===== src/rtl/zs_pack_pkg.sv =====
package zs_pack_pkg;
    localparam int WORD_W = 32;
    localparam int Z_W    = 24;
    localparam int S_W    = WORD_W - Z_W;

    typedef enum logic [2:0] {
        OP_RD_Z    = 3'd0,
        OP_WR_Z    = 3'd1,
        OP_RD_S    = 3'd2,
        OP_WR_S    = 3'd3,
        OP_RD_ZS   = 3'd4,
        OP_WR_ZS   = 3'd5,
        OP_RD_RGBX = 3'd6,
        OP_RD_RGBA = 3'd7
    } zs_op_e;

    typedef enum logic [1:0] {
        ST_IDLE  = 2'd0,
        ST_FETCH = 2'd1,
        ST_MERGE = 2'd2,
        ST_WRITE = 2'd3
    } zs_state_e;

    function automatic logic op_writes(zs_op_e op);
        return (op == OP_WR_Z) || (op == OP_WR_S) || (op == OP_WR_ZS);
    endfunction
endpackage


===== src/rtl/zs_word_mem.sv =====
module zs_word_mem #(
    parameter int ADDR_W = 4,
    parameter int W      = 32
) (
    input  logic              clk,
    input  logic              rd_en,
    input  logic [ADDR_W-1:0] rd_addr,
    output logic [W-1:0]      rd_data,
    input  logic              wr_en,
    input  logic [ADDR_W-1:0] wr_addr,
    input  logic [W-1:0]      wr_data
);
    localparam int DEPTH = 1 << ADDR_W;

    logic [W-1:0] store_q [DEPTH];

    always_ff @(posedge clk) begin
        if (wr_en) store_q[wr_addr] <= wr_data;
    end

    always_ff @(posedge clk) begin
        if (rd_en) rd_data <= store_q[rd_addr];
    end
endmodule


===== src/rtl/zs_lane.sv =====
module zs_lane
    import zs_pack_pkg::*;
(
    input  zs_op_e            op,
    input  logic              layout,
    input  logic [WORD_W-1:0] old_word,
    input  logic [WORD_W-1:0] wdata,
    output logic [WORD_W-1:0] new_word,
    output logic [WORD_W-1:0] rd_value
);
    logic [Z_W-1:0] z_old;
    logic [S_W-1:0] s_old;

    always_comb begin
        if (layout) begin
            z_old = old_word[Z_W-1:0];
            s_old = old_word[WORD_W-1:Z_W];
        end else begin
            z_old = old_word[WORD_W-1:S_W];
            s_old = old_word[S_W-1:0];
        end
    end

    always_comb begin
        new_word = old_word;
        rd_value = old_word;
        unique case (op)
            OP_RD_Z:    rd_value = {{S_W{1'b0}}, z_old};
            OP_RD_S:    rd_value = {{Z_W{1'b0}}, s_old};
            OP_WR_Z:    new_word = layout ? {s_old, wdata[Z_W-1:0]}
                                          : {wdata[Z_W-1:0], s_old};
            OP_WR_S:    new_word = layout ? {wdata[S_W-1:0], z_old}
                                          : {z_old, wdata[S_W-1:0]};
            OP_RD_ZS:   rd_value = {z_old, s_old};
            OP_WR_ZS:   new_word = layout ? {wdata[S_W-1:0], wdata[WORD_W-1:S_W]}
                                          : wdata;
            OP_RD_RGBX: rd_value = {{S_W{1'b1}}, old_word[Z_W-1:0]};
            OP_RD_RGBA: rd_value = old_word;
        endcase
    end
endmodule


===== src/rtl/zs_pack_unit.sv =====
module zs_pack_unit
    import zs_pack_pkg::*;
#(
    parameter int ADDR_W = 4
) (
    input  logic              clk,
    input  logic              rst,
    input  logic              req_valid,
    output logic              req_ready,
    input  logic [2:0]        req_op,
    input  logic [ADDR_W-1:0] req_addr,
    input  logic [31:0]       req_wdata,
    input  logic              req_layout,
    output logic              rsp_valid,
    output logic [31:0]       rsp_data
);
    zs_state_e         state_q, state_d;
    zs_op_e            op_q;
    logic [ADDR_W-1:0] addr_q;
    logic [WORD_W-1:0] wdata_q;
    logic              layout_q;
    logic [WORD_W-1:0] mem_rd;
    logic [WORD_W-1:0] merged_q;
    logic [WORD_W-1:0] lane_new;
    logic [WORD_W-1:0] lane_rd;
    logic              accept;

    assign req_ready = (state_q == ST_IDLE);
    assign accept    = req_valid && req_ready;

    zs_word_mem #(.ADDR_W(ADDR_W), .W(WORD_W)) u_mem (
        .clk     (clk),
        .rd_en   (state_q == ST_FETCH),
        .rd_addr (addr_q),
        .rd_data (mem_rd),
        .wr_en   (state_q == ST_WRITE),
        .wr_addr (addr_q),
        .wr_data (merged_q)
    );

    zs_lane u_lane (
        .op       (op_q),
        .layout   (layout_q),
        .old_word (mem_rd),
        .wdata    (wdata_q),
        .new_word (lane_new),
        .rd_value (lane_rd)
    );

    always_ff @(posedge clk) begin
        if (rst) state_q <= ST_IDLE;
        else     state_q <= state_d;
    end

    always_comb begin
        state_d = state_q;
        unique case (state_q)
            ST_IDLE:  if (accept) state_d = ST_FETCH;
            ST_FETCH: state_d = ST_MERGE;
            ST_MERGE: state_d = op_writes(op_q) ? ST_WRITE : ST_IDLE;
            ST_WRITE: state_d = ST_IDLE;
        endcase
    end

    always_ff @(posedge clk) begin
        if (rst) begin
            rsp_valid <= 1'b0;
        end else begin
            rsp_valid <= 1'b0;
            unique case (state_q)
                ST_IDLE: if (accept) begin
                    op_q     <= zs_op_e'(req_op);
                    addr_q   <= req_addr;
                    wdata_q  <= req_wdata;
                    layout_q <= req_layout;
                end
                ST_FETCH: ;
                ST_MERGE: begin
                    if (op_writes(op_q)) begin
                        merged_q <= lane_new;
                    end else begin
                        rsp_valid <= 1'b1;
                        rsp_data  <= lane_rd;
                    end
                end
                ST_WRITE: begin
                    rsp_valid <= 1'b1;
                    rsp_data  <= merged_q;
                end
            endcase
        end
    end
endmodule


===== config.mk =====
export PLATFORM = sky130hd
export DESIGN_NAME = zs_pack_unit
export DESIGN_NICKNAME = d
export VERILOG_FILES = /design/src/rtl/zs_pack_pkg.sv /design/src/rtl/zs_word_mem.sv /design/src/rtl/zs_lane.sv /design/src/rtl/zs_pack_unit.sv
export SDC_FILE = /design/constraint.sdc
export NUM_CORES = 1
export LEC_CHECK = 0
export BUFFER_PORTS_ARGS = -buffer_cell sky130_fd_sc_hd__buf_4
export CAP_MARGIN = 10
export CORE_AREA = 5 5 303 305
export CTS_BUF_LIST = sky130_fd_sc_hd__clkbuf_16
export DETAILED_ROUTE_END_ITERATION = 8
export DIE_AREA = 0 0 308 310
export SLEW_MARGIN = 20
export SYNTH_ARGS = -nofsm -noshare
export SYNTH_HDL_FRONTEND = slang
export SYNTH_HIERARCHICAL = 1
export SYNTH_SLANG_ARGS = --single-unit

===== constraint.sdc =====
create_clock -name clk -period 5.39 [get_ports clk]
set_input_delay 0.539 -clock clk [delete_from_list [all_inputs] [get_ports clk]]
set_output_delay 0.539 -clock clk [all_outputs]
set_load 0.03 [all_outputs]

==> summary.md, run 1 <==
| Metric | Value |
|---|---|
| Clock Skews | 27.4 ps |
| DP HPWL | 40,600 um |
| Clk sinks | 651 |
| Synth unique cells | 48 |
| Setup crit start kind | register |
| Fill cells | 8,264 |
| RSZ-0062 raised after global routing | false |
| Final Critical Period | 3280 ps |
| CP top delay family | simple AND/OR/NAND/NOR gates |
| CP max stage cell | nor2_4 |
| Period Utilization, post-route | 60.9% |
| Post-Syn Nets | 1,427 |
| RD Place Congestion | 0.825 |
| Starting density of the core | 29.6% |
| Std cell rows | 110 |
| Most used DFF post-synth | edfxtp_1 |
| Syn avg cell area | 19.1 um2 |
| Cts hold-fix bufs | 0 |
| Worst Path Max Fanout | 33 |
| Number of synthesized flops with an enable pin | 648 |
| Routed length per instance | 24.4 um |
| Count leader, synth | edfxtp_1 |
| Die W | 308 um |
| Vias in the first global route | 13.6k |
| Area grow syn2layout | 15.5% |
| Final core occ | 34.3% |
| Final antenna-violating net count | 0 |
| Max Freq | 304 MHz |
| Die area | 95,500 um2 |
| # DRC | 0 |
| Fraction of layout cells with a size suffix above 1 | 26.5% |
| Worst-skew pair later-pin latency | 620 ps |
| Hold Crit Class | input port to register |
| Power, Total | 10.7 mW |
| Critical path's largest stage delay | 1000 ps |
| Port Buffers | 76 |
| Setup TNS | 0 ps |
| Status | complete, no violations |
| I/O pin cnt | 77 |
| Setup Fix Bufs, Post-CTS | 0 |
| Vias | 13.7k |
| Clock slew at reported path FFs | 60 ps |
| Synth area leaders | edfxtp_1 74%, mux4_2 11%, a22oi_1 1.8% |
| Iteration-0 DRC Markers | 1,211 |
| Worst setup margin | 2110 ps |
| WP buf/inv | 2 |
| Data arrival, critical path | 3600 ps |
| Max_slew headroom | 22.9% |
| Root Buffer | clkbuf_16 |
| Final hold viol count | 0 |
| Routed wire length | 66,100 um |
| Area of the multi-input gates | 6550 um2 |
| CTS buffer count | 67 |
| Seq/Total Area, Yosys | 73.9% |
| Overall routing resource usage | 13.5% |
| Chip height | 310 um |
| First drt pass iteration count | 5 |
| Leakage power | 9.90 nW |
| Yosys warning count | 6 |
| #FFs+latches synth | 651 |
| Final net count | 1,515 |
| Top cell type by total area after synthesis | edfxtp_1 |
| Resized cells post-CTS | 0 |
| Pwr dens | 351 nW/um2 |
| Core ar. | 89,000 um2 |
| Yosys top cell area share | 73.7% |
| Cells after Synth | 1,384 |
| Largest net degree at the start of global routing | 136 |
| Ordered cell list for the critical path | nand2_4, inv_1, nand3b_1, nor2_4, buf_4 |
| CTS tree | yes |
| Worst-Margin Slew | 1160 ps |
| H-tree depth | 3 |
| # Max-Cap Violations | 0 |
| Register area | 19,500 um2 |
| Top cells by instance count after synthesis | 648 x edfxtp_1, 128 x mux4_2, 98 x nand2_1, 64 x a22oi_1, 58 x nor2_1 |
| Max VDD drop | 0.260 mV |
| Final Slew Violations | 0 |
| Global-route wire length before repair | 95,900 um |
| Initial antenna violation count | 4 |
| Post-Syn Area | 26,400 um2 |
| Final setup fails | 0 |
| Critical Setup Path Class | register to register |
| Reg2Reg Setup Slack | 2110 ps |
| CTS Buffer Depth | 3 |
| Via density per instance | 5.07 |
| Remaining Overflow, GRT | 0 |
| Setup WS pre-CTS | 2120 ps |
| Critical path required time | 5700 ps |
| FFs w/ async S/R, synth | 0% |
| Worst setup EP type | register |
cell usage in the layout (no fill, tap or decap), types with 3 or more instances in the layout:
cell type	n
a22o_1	12
nor2_4	15
inv_1	21
dfxtp_1	3
buf_12	3
nor2b_4	3
edfxtp_1	648
mux4_2	128
diode_2	3
nand3b_1	5
and2_4	4
o22ai_1	10
nor2b_1	10
nand2b_1	18
o22a_1	20
o21ai_1	16
clkinv_1	13
nor3_2	4
mux2_4	29
clkbuf_16	67
buf_4	98
inv_6	3
nand3_1	11
nand2_1	98
mux2i_1	34
bufinv_16	5
o211ai_1	4
a22oi_1	64
clkinv_8	3
o31ai_1	4
mux2_1	5
clkinv_2	7
o21ai_0	28
mux2_2	22
nor2_1	44
a21oi_1	38
worst paths after layout:
check	start	endpoint	depth (start not counted)
max	state_q[1]$_SDFFE_PP0P_	u_mem/store_q[10][13]$_DFFE_PP_	5
min	req_wdata[24]	wdata_q[24]$_DFFE_PP_	1
max reg2reg	state_q[1]$_SDFFE_PP0P_	u_mem/store_q[10][13]$_DFFE_PP_	5
min reg2reg	state_q[1]$_SDFFE_PP0P_	state_q[1]$_SDFFE_PP0P_	1
metrics by stage:
step	instances	cell area, um2	hold slack, ps
2_1_floorplan	1384	26400	553
3_3_place_gp	2577	28300	618
3_5_place_dp	2577	28300	626
4_1_cts	2698	30400	72.4
5_1_grt	2700	30500	72.9
6_report	2703	30500	108
per-layer routing:
metal | track usage (%) | up-vias | part of all wire (%)
met5 | 0 | - | 0
met4 | 2.90 | 0 | 1.7
met3 | 3.51 | 91 | 9.2
met2 | 20.3 | 604 | 45
met1 | 20.0 | 7203 | 44
li1 | - | 5808 | -
final cells by class:
| cell class | count | area share, % |
|---|---|---|
| tap | 1176 | 4.82 |
| clock inverter | 54 | 1.46 |
| inverter | 2 | 0.0246 |
| clock buffer | 67 | 5.50 |
| multi-input combinational | 648 | 21.5 |
| sequential | 651 | 64.0 |
| timing repair buffer | 102 | 2.70 |
| antenna | 3 | 0.0246 |
sequential cells by signal, indices dropped and copies added (netlist names):
name and cells:
u_mem/store_q 512, layout_q 1, rsp_data 32, op_q 3, addr_q 4, merged_q 32, state_q 2, wdata_q 32
u_mem/rd_data 32, rsp_valid 1
logic make-up (layout without fill, tap and decap cells):
kind of cell | after synthesis | count (layout) | share of synthesized area (%)
buffers and inverters | 85 | 225 | 1.90
and+or+nand+nor | 226 | 226 | 3.92
DFF | 651 | 651 | 73.9
other | 0 | 3 | 0
xor gates and xnor gates | 2 | 2 | 0.137
AOI/OAI and AO/OA | 202 | 202 | 5.09
muxes | 218 | 218 | 15.0
report_power, final:
group          switching [mW]  internal, mW  total [mW]
registers              0.0877          5.59        5.68
logic                   0.312         0.245       0.558
clock network            1.94          2.53        4.47
(Power assumes the default switching activity.)
==> run 2: changes to the inputs <==
==> constraint.sdc (replaced) <==
create_clock -name clk -period 2.9 [get_ports clk]
set_input_delay 0.29 -clock clk [delete_from_list [all_inputs] [get_ports clk]]
set_output_delay 0.29 -clock clk [all_outputs]
set_load 0.03 [all_outputs]
==> run 2 against run 1 <==
Net effect: sequential power is 87% higher; critical path type unchanged; fmax is 43% higher; count of clock-buffer cells in the layout is 3 higher; worst hold slack better by 260 ps.
==> summary.md, run 2 (synthesized netlist as in run 1, its figures left out) <==
| Metric | Value |
|---|---|
| Critical path required time | 3190 ps (-2510 ps) |
| R2R depth | 5 (unchanged) |
| Status | complete, no violations |
| Clock slew at reported path FFs | 60 ps (about the same) |
| Max Freq | 436 MHz (+43%) |
| Worst Path Max Fanout | 20 (-39%) |
| Vias in the first global route | 14.3k (+5.7%) |
| WP buf/inv | 2 (unchanged) |
| Pwr dens | 636 nW/um2 (+81%) |
| DP HPWL | 41,800 um (+3.0%) |
| Commonest non-fill, non-tap cell in the layout | edfxtp_1 |
| Data arrival, critical path | 2590 ps (-1010 ps) |
| Critical path's largest stage delay | 590 ps (-410 ps) |
| Die W | 308 um (unchanged) |
| Comb pwr share | 5.6% (+0.4 points) |
| Final net count | 1,593 (+5.1%) |
| CP max stage cell | or3b_2 |
| Area grow syn2layout | 19.2% |
| Hold Path Depth | 3 (+2) |
| Worst setup EP type | register |
| Final setup fails | 0 (unchanged) |
| CTS Buffer Depth | 3 (unchanged) |
| Sequential share of power | 52.7% (-0.4 points) |
| Port Buffers | 76 (unchanged) |
| # DRC | 0 (unchanged) |
| CTS buffer count | 68 (+1.5%) |
| Max FFs per register | 512 (unchanged) |
| Final antenna-violating net count | 0 (unchanged) |
| Most frequent cells in the layout | 648 x edfxtp_1, 128 x mux4_2, 114 x buf_4, 98 x nand2_1, 70 x clkbuf_16 |
| Min-delay src | req_valid |
| CTS tree | yes |
| RR Endpoint | u_mem/store_q[0][14]$_DFFE_PP_ |
| CP top delay family | simple AND/OR/NAND/NOR gates |
| Sw frac | 21.6% (-0.25 points) |
| H-tree depth | 3 (unchanged) |
| Setup crit start kind | register |
| Max VDD drop | 0.505 mV (+94%) |
| Starting density of the core | 29.6% (unchanged) |
| Iteration-0 DRC Markers | 1,441 (+19%) |
| Ordered cell list for the critical path | nand2_4, inv_1, or3b_2, nor3_4, buf_12 |
| Critical Setup Path Class | register to register |
| Routed length per instance | 24.5 um (+0.27%) |
| # Max-Cap Violations | 0 (unchanged) |
| I/O pin cnt | 77 (unchanged) |
| Fraction of layout cells with a size suffix above 1 | 28.0% (+1.5 points) |
| Chip height | 310 um (unchanged) |
| RSZ-0062 raised after global routing | false |
| Worst hold slack | 370 ps (+261 ps) |
| Hold Crit Class | input port to register |
| Remaining Overflow, GRT | 0 (unchanged) |
| Final Critical Period | 2300 ps (-989 ps) |
| Setup Fix Bufs, Post-CTS | 0 (unchanged) |
| Clock group share of total power | 41.6% (about the same) |
| Final Slew Violations | 0 (unchanged) |
| RD Place Congestion | 0.896 (+8.6%) |
| Max_slew headroom | 35.5% (+13 points) |
| Clk sinks | 651 (unchanged) |
| Clock Skews | 25.2 ps (-2.20 ps) |
| Worst-skew pair later-pin latency | 610 ps (about the same) |
| Std cell rows | 110 (unchanged) |
| Root Buffer | clkbuf_16 |
| Period Utilization, post-route | 79.2% (+18 points) |
| Cell internal pwr | 15.7 mW (+88%) |
| Global-route wire length before repair | 98,800 um (+3.0%) |
| Top reg by flops | u_mem/store_q |
| P_sw | 4.32 mW (+85%) |
| Via density per instance | 5.05 (-0.44%) |
| Largest net degree at the start of global routing | 37 (-73%) |
| First drt pass iteration count | 5 (unchanged) |
| Final hold viol count | 0 (unchanged) |
| Routed wire length | 68,200 um (+3.2%) |
| Vias | 14.0k (+2.4%) |
| R2r startpoint | state_q[1]$_SDFFE_PP0P_ |
| Final core occ | 35.3% (+1.1 points) |
| Overall routing resource usage | 14.0% (+0.49 points) |
| Reg2Reg Setup Slack | 600 ps (-1500 ps) |
| Die area | 95,500 um2 (unchanged) |
| Worst hold endpoint | wdata_q[27]$_DFFE_PP_ |
| Core ar. | 89,000 um2 (unchanged) |
| Leakage power | 10.3 nW (+4.3%) |
| Initial antenna violation count | 3 (-1) |
| Worst-Margin Slew | 967 ps (-189 ps) |
run 2: changes by cell type in the layout (fill, tap and decap cells not counted), moves of 3 or more:
| cell | change |
|---|---|
| inv_1 | -3 |
| nor3_2 | -4 |
| clkbuf_16 | +3 |
| clkinv_1 | -3 |
| nor3_4 | +4 |
| buf_12 | +21 |
| clkinv_2 | +4 |
| clkinv_4 | +3 |
| buf_4 | +16 |
| dlygate4sd3_1 | +41 |
run 2: power by group through the flow:
stage	registers, mW	clock network (mW)	logic, mW
after floorplan	10.7	0	0.721
after global placement	10.7	0	1.07
after detailed placement	10.8	0	1.08
after CTS	10.6	8.53	1.13
after global routing	10.6	8.91	1.21
final	10.6	8.33	1.12
run 2: worst max path at each step:
stage	from	endpoint	slack, ps	cells past startpoint
3_3_place_gp	layout_q$_DFFE_PP_	rsp_data[22]$_DFFE_PP_	690	6
4_1_cts	state_q[1]$_SDFFE_PP0P_	u_mem/store_q[0][14]$_DFFE_PP_	610	5
6_report	state_q[1]$_SDFFE_PP0P_	u_mem/store_q[0][14]$_DFFE_PP_	600	5
5_1_grt	state_q[1]$_SDFFE_PP0P_	u_mem/store_q[0][27]$_DFFE_PP_	530	5
3_5_place_dp	state_q[1]$_SDFFE_PP0P_	u_mem/store_q[0][16]$_DFFE_PP_	620	5
2_1_floorplan	state_q[1]$_SDFFE_PP0P_	addr_q[0]$_DFFE_PP_	-270	1
run 2: worst register-to-register path, stage by stage (launching register included):
cell	delay, ps
dfxtp_1	500
nand2_4	110
inv_1	150
or3b_2	590
nor3_4	370
buf_12	250
run 2: metal layers:
layer | track usage (%) | share of wire, % | wire [um]
met3 | 1.78 | 6.5 | 4400
met1 | 19.8 | 43 | 29600
met5 | 0 | 0.019 | 13
met4 | 3.84 | 2.0 | 1400
met2 | 23.0 | 48 | 32700
run 2: area by class of cell:
cell class | instances | area, um2
fill | 8231 | 57600
sequential | 651 | 19500
multi-input combinational | 648 | 6570
clock buffer | 70 | 1750
timing repair buffer | 179 | 1750
tap | 1176 | 1470
clock inverter | 54 | 389
inverter | 2 | 7.51
antenna | 1 | 2.50
run 2: timing repair:
action	4_1_cts	5_1_grt
hold buffers	41	0
gates resized for setup	0	0
hold endpoints to repair	41	0
run 2: stage by stage:
| stage | total power [mW] | TNS (ps) | instances | cell area (um2) | worst slack, ps |
|---|---|---|---|---|---|
| 6_report | 20.0 | 0 | 2781 | 31500 | 604 |
| 5_1_grt | 20.7 | 0 | 2780 | 31500 | 527 |
| 4_1_cts | 20.2 | 0 | 2780 | 31500 | 613 |
| 3_5_place_dp | 11.8 | 0 | 2615 | 28900 | 620 |
| 3_3_place_gp | 11.8 | 0 | 2615 | 28900 | 687 |
| 2_1_floorplan | 11.4 | -11010 | 1384 | 26400 | -270 |
